<file path="config.mk">
export PLATFORM = sky130hd
export DESIGN_NAME = qw_rx_channel
export DESIGN_NICKNAME = d
export VERILOG_FILES = /design/src/rtl/qw_rx_channel.sv
export SDC_FILE = /design/constraint.sdc
export NUM_CORES = 1
export LEC_CHECK = 0
export ABC_AREA = 1
export BUFFER_PORTS_ARGS = -buffer_cell sky130_fd_sc_hd__buf_2
export CAP_MARGIN = 20
export CORE_AREA = 3 3 205 207
export CTS_CLUSTER_DIAMETER = 40
export DETAILED_ROUTE_END_ITERATION = 16
export DIE_AREA = 0 0 208 210
export GPL_TIMING_DRIVEN = 0
export PLACE_DENSITY_LB_ADDON = 0.2
export SYNTH_ARGS = -nofsm -noshare
export SYNTH_HDL_FRONTEND = slang
export SYNTH_SLANG_ARGS = --single-unit
export TNS_END_PERCENT = 50
</file>
<file path="constraint.sdc">
create_clock -name clk -period 3.4 [get_ports clk]
set_input_delay 0 -clock clk [delete_from_list [all_inputs] [get_ports clk]]
set_output_delay 0 -clock clk [all_outputs]
set_load 0.02 [all_outputs]
</file>
<file path="src/rtl/qw_rx_channel.sv">
module qw_rx_channel #(
  parameter int CNT_W     = 16,
  parameter int SPR_AW    = 14,
  parameter int RAM_AW    = 25,
  parameter int START_BIT = 8
) (
  input  logic                clk,
  input  logic                rst_n,
  input  logic                reg_we,
  input  logic [1:0]          reg_sel,
  input  logic [31:0]         reg_wdata,
  input  logic                push_valid,
  input  logic [127:0]        push_data,
  output logic                push_ready,
  output logic [31:0]         ctl_q,
  output logic [31:0]         addr_q,
  output logic [CNT_W-1:0]    cnt_q,
  output logic                spr_we,
  output logic [SPR_AW-5:0]   spr_qaddr,
  output logic [127:0]        spr_wdata,
  output logic                ram_we,
  output logic [RAM_AW-5:0]   ram_qaddr,
  output logic [127:0]        ram_wdata,
  output logic                done
);
  localparam logic [1:0] SEL_CTL  = 2'd0;
  localparam logic [1:0] SEL_ADDR = 2'd1;
  localparam logic [1:0] SEL_CNT  = 2'd2;

  logic         wr_ctl, wr_addr, wr_cnt, accept, last;
  logic [127:0] wd_q;

  assign wr_ctl     = reg_we && (reg_sel == SEL_CTL);
  assign wr_addr    = reg_we && (reg_sel == SEL_ADDR);
  assign wr_cnt     = reg_we && (reg_sel == SEL_CNT);
  assign push_ready = ctl_q[START_BIT] && (cnt_q != '0);
  assign accept     = push_valid && push_ready;
  assign last       = accept && (cnt_q == CNT_W'(1)) && !wr_cnt;

  assign spr_wdata = wd_q;
  assign ram_wdata = wd_q;

  always_ff @(posedge clk) begin
    if (!rst_n) begin
      ctl_q     <= '0;
      addr_q    <= '0;
      cnt_q     <= '0;
      spr_we    <= 1'b0;
      ram_we    <= 1'b0;
      spr_qaddr <= '0;
      ram_qaddr <= '0;
      wd_q      <= '0;
      done      <= 1'b0;
    end else begin
      if (wr_ctl) ctl_q <= reg_wdata;
      if (last)   ctl_q[START_BIT] <= 1'b0;

      if (wr_addr)     addr_q <= {reg_wdata[31:4], 4'b0000};
      else if (accept) addr_q <= addr_q + 32'd16;

      if (wr_cnt)      cnt_q <= reg_wdata[CNT_W-1:0];
      else if (accept) cnt_q <= cnt_q - CNT_W'(1);

      spr_we <= accept && addr_q[31];
      ram_we <= accept && !addr_q[31];
      if (accept) begin
        spr_qaddr <= addr_q[SPR_AW-1:4];
        ram_qaddr <= addr_q[RAM_AW-1:4];
        wd_q      <= push_data;
      end
      done <= last;
    end
  end
endmodule


</file>
==> metrics.txt <==
# TYPE chip_impl_metric gauge
chip_impl_info{name="run_status",value="completed"} 1
chip_impl_metric{name="fillCellCount",unit=""} 4222
chip_impl_metric{name="synth_async_sr_flop_share",unit="%"} 0
chip_impl_metric{name="post_synth_num_cell_types",unit=""} 30
chip_impl_metric{name="reg_to_reg_setup_timing_slack",unit="ns"} 1.16
chip_impl_metric{name="first_global_vias",unit=""} 12400
chip_impl_metric{name="worst_endpoint_required_time",unit="ns"} 3.87
chip_impl_info{name="synth_ff_type",value="sky130_fd_sc_hd__dfxtp_1"} 1
chip_impl_metric{name="gp_congestion",unit=""} 0.923
chip_impl_metric{name="synth_edf_count",unit=""} 0
chip_impl_metric{name="grt_start_max_net_pins",unit=""} 12
chip_impl_metric{name="cts_setup_buffers",unit=""} 0
chip_impl_info{name="cts_root_buffer",value="sky130_fd_sc_hd__clkbuf_16"} 1
chip_impl_metric{name="crit_fanout",unit=""} 10
chip_impl_metric{name="ctsLongestPathBuffers",unit=""} 3
chip_impl_metric{name="dp_hpwl",unit="um"} 39200
chip_impl_metric{name="period_utilisation_layout",unit="%"} 65.9
chip_impl_metric{name="multiInputGateArea",unit="um^2"} 4510
chip_impl_metric{name="cts-hold-fix-buffers",unit=""} 167
chip_impl_metric{name="layout-area-overhead-vs-synth",unit="%"} 61.8
chip_impl_info{name="worst_r2r_startpoint",value="cnt_q[0]"} 1
chip_impl_metric{name="clock.fmax",unit="GHz"} 0.446
chip_impl_metric{name="min_period",unit="ns"} 2.24
chip_impl_info{name="worst_setup_path_start_kind",value="flop"} 1
chip_impl_metric{name="syn_area",unit="um^2"} 10800
chip_impl_info{name="timing.critical_path.to_type",value="flop"} 1
chip_impl_metric{name="core.rowCount",unit=""} 74
chip_impl_info{name="hold_path_end",value="addr_q[16]"} 1
chip_impl_metric{name="detailedRoute.firstIterationViolations",unit=""} 801
chip_impl_metric{name="final.setup.tns",unit="ns"} 0
chip_impl_info{name="type_of_the_worst_setup_path",value="flop to flop"} 1
chip_impl_metric{name="grt_remaining_overflow",unit=""} 0
chip_impl_metric{name="worst_slew_margin_relative_to_its_limit",unit="%"} 55.4
chip_impl_metric{name="whs_path_depth",unit=""} 5
chip_impl_metric{name="worst-endpoint-arrival",unit="ns"} 2.71
chip_impl_info{name="rr_endpoint",value="ram_wdata[38]"} 1
chip_impl_metric{name="yosys_register_bits",unit=""} 228
chip_impl_metric{name="placement.io_buffers",unit=""} 532
chip_impl_metric{name="worst_reg2reg_path_length_in_cells",unit=""} 10
chip_impl_metric{name="detail-route-antenna-nets",unit=""} 0
chip_impl_metric{name="grt.total_usage",unit="%"} 21.9
chip_impl_metric{name="syn_area_per_cell",unit="um^2"} 7.00
chip_impl_info{name="synth.area.top_cells",value="sky130_fd_sc_hd__dfxtp_1 (42%), sky130_fd_sc_hd__nand2_1 (18%), sky130_fd_sc_hd__buf_4 (12%)"} 1
chip_impl_info{name="synth.largest_area_cell",value="sky130_fd_sc_hd__dfxtp_1"} 1
chip_impl_metric{name="post_synth_inst_count",unit=""} 1542
chip_impl_metric{name="tritoncts.num_buffers",unit=""} 47
chip_impl_metric{name="worst_setup_hold_path_clk_slew",unit="ns"} 0.05
chip_impl_metric{name="initial_utilization",unit="%"} 26.6
chip_impl_info{name="hold_path.class",value="input port to flop"} 1
chip_impl_metric{name="firstDrtPassIters",unit=""} 5
chip_impl_metric{name="post-layout-total-power",unit="mW"} 8.83
chip_impl_metric{name="vdd_drop_max",unit="uV"} 314
chip_impl_info{name="final_cell_mix",value="sky130_fd_sc_hd__buf_2 (543), sky130_fd_sc_hd__nand2_1 (513), sky130_fd_sc_hd__dfxtp_1 (228)"} 1
chip_impl_metric{name="p_per_area",unit="nW/um^2"} 506
chip_impl_metric{name="clock_sink_count",unit=""} 228
chip_impl_metric{name="clkLatencyLatePin",unit="ns"} 0.55
chip_impl_metric{name="cts.htree.levels",unit=""} 2
chip_impl_metric{name="die_height",unit="um"} 210
chip_impl_metric{name="wire_length_of_the_first_global_routing_pass",unit="um"} 74300
chip_impl_metric{name="setup_violation_total_in_the_final_timing_report",unit=""} 0
chip_impl_metric{name="antenna_cells_inserted",unit=""} 0
chip_impl_metric{name="grt_antenna_before_repair",unit=""} 0
chip_impl_metric{name="ctsResizeCount",unit=""} 0
chip_impl_metric{name="drc_errors",unit=""} 0
chip_impl_metric{name="detailroute.via_count",unit=""} 12600
chip_impl_metric{name="yosys_warnings",unit=""} 0
chip_impl_metric{name="p_leak",unit="nW"} 8.53
chip_impl_metric{name="yosysSeqAreaShare",unit="%"} 42.3
chip_impl_metric{name="fp.dieArea",unit="um^2"} 43700
chip_impl_metric{name="pin_count",unit=""} 537
chip_impl_metric{name="vias_per_cell",unit=""} 4.40
chip_impl_metric{name="share_of_post_route_cells_with_drive_strength_above_1",unit="%"} 35.7
chip_impl_metric{name="final_hold_viol_count",unit=""} 0
chip_impl_metric{name="final.setup_skew",unit="ns"} 0.0157
chip_impl_metric{name="overall_routed_net_length",unit="um"} 50400
chip_impl_metric{name="nets",unit=""} 2462
chip_impl_metric{name="floorplan.die.width",unit="um"} 208
chip_impl_info{name="worstHoldStart",value="push_valid"} 1
chip_impl_metric{name="wire_per_inst",unit="um"} 17.6
chip_impl_info{name="mostFrequentLayoutCell",value="sky130_fd_sc_hd__buf_2"} 1
chip_impl_metric{name="synth.top_cell.area_share",unit="%"} 42.3
chip_impl_metric{name="worst_slew_pin_slew",unit="ns"} 0.669
chip_impl_metric{name="fp.coreArea",unit="um^2"} 40600
chip_impl_metric{name="maxSlewViolCount",unit=""} 0
chip_impl_metric{name="area.sequential",unit="um^2"} 4560
chip_impl_info{name="rsz_0062_raised_after_global_routing",value="false"} 1
chip_impl_metric{name="cap_violations",unit=""} 0
chip_impl_info{name="clock_tree_from_tritoncts",value="built"} 1
==> cells in the mapped netlist, types with 3 or more instances <==
master,number
sky130_fd_sc_hd__nand2_1,513
sky130_fd_sc_hd__xor2_1,6
sky130_fd_sc_hd__nand2_2,4
sky130_fd_sc_hd__inv_1,57
sky130_fd_sc_hd__o21ai_0,59
sky130_fd_sc_hd__nand4_1,5
sky130_fd_sc_hd__ha_1,3
sky130_fd_sc_hd__buf_4,166
sky130_fd_sc_hd__dfxtp_1,228
sky130_fd_sc_hd__clkbuf_1,35
sky130_fd_sc_hd__nor2_1,197
sky130_fd_sc_hd__nor3_1,3
sky130_fd_sc_hd__nand3b_1,3
sky130_fd_sc_hd__nand3_2,20
sky130_fd_sc_hd__buf_2,11
sky130_fd_sc_hd__a21oi_1,179
sky130_fd_sc_hd__xnor2_1,4
sky130_fd_sc_hd__nand3_1,31
==> worst max-delay path by stage <==
stage                          endpoint  slack (ns)  cells past startpoint      from
final                     ram_wdata[38]        1.16                     10  cnt_q[0]
after global routing      ram_wdata[38]        0.97                     10  cnt_q[0]
after CTS                        spr_we        1.12                     10  cnt_q[0]
after detailed placement         spr_we        1.17                     10  cnt_q[0]
after global placement           spr_we        1.14                     10  cnt_q[0]
after floorplan           ram_qaddr[18]        1.59                     11  cnt_q[0]
==> per-layer routing <==
| layer | global-route usage (%) | wire (um) |
|---|---|---|
| met1 | 26.2 | 20800 |
| met2 | 37.7 | 24100 |
| met3 | 6.18 | 3840 |
| met4 | 7.95 | 1690 |
| met5 | 0 | 0 |
==> critical path: stages (launching register included) <==
cell                       delay, ns
sky130_fd_sc_hd__dfxtp_1        0.38
sky130_fd_sc_hd__inv_1          0.10
sky130_fd_sc_hd__ha_1           0.27
sky130_fd_sc_hd__nand2_2        0.15
sky130_fd_sc_hd__nor2_4         0.06
sky130_fd_sc_hd__nand2_2        0.11
sky130_fd_sc_hd__nand3_4        0.11
sky130_fd_sc_hd__inv_2          0.22
sky130_fd_sc_hd__clkbuf_1       0.46
sky130_fd_sc_hd__nand2_1        0.14
sky130_fd_sc_hd__a21oi_1        0.16
==> cell families (layout without fill, tap and decap cells) <==
family,count (synthesis),in the layout,synth area share (%)
xor gates and xnor gates,10,10,0.812
buffers and inverters,279,1064,16.0
and+or+nand+nor,781,781,29.4
AOI/OAI and AO/OA,240,240,11.2
other,1,4,0.0347
adders and majority gates,3,3,0.348
DFF,228,228,42.3
==> power by group <==
part / switching (mW) / total (mW) / leakage (nW) / internal [mW]
logic: 0.698 / 1.20 / 5.89 / 0.503
registers: 0.0957 / 2.86 / 1.85 / 2.77
clock network: 1.63 / 4.77 / 0.792 / 3.14
total: 2.42 / 8.83 / 8.53 / 6.41
==> layout make-up <==
class | count | area share, %
buffer | 219 | 8.58
clock buffer | 55 | 7.44
multi-input combinational | 1038 | 25.9
sequential | 228 | 26.1
clock inverter | 31 | 2.04
inverter | 60 | 1.30
timing repair buffer | 699 | 24.8
tap | 532 | 3.81
==> registers in the layout (all words and copies together), names as in the netlist <==
register and flops:
ram_qaddr 12, done 1, cnt_q 16, spr_we 1, spr_qaddr 9, ctl_q 32
ram_we 1, addr_q 28, ram_wdata 128
==> metrics by stage <==
stage          setup WS, ns  hold WS (ns)  instance area (um^2)  util, %  instances
3_5_place_dp           1.17         0.254                 14100     34.8       2609
4_1_cts                1.12        0.0201                 17500     43.0       2862
6_report               1.16        0.0572                 17500     43.0       2862
5_1_grt               0.969        0.0875                 17500     43.0       2862
2_1_floorplan          1.59         0.143                 10800        -       1545
3_3_place_gp           1.14         0.250                 14100     34.8       2609
No activity file was read; power rests on OpenSTA's default activity.
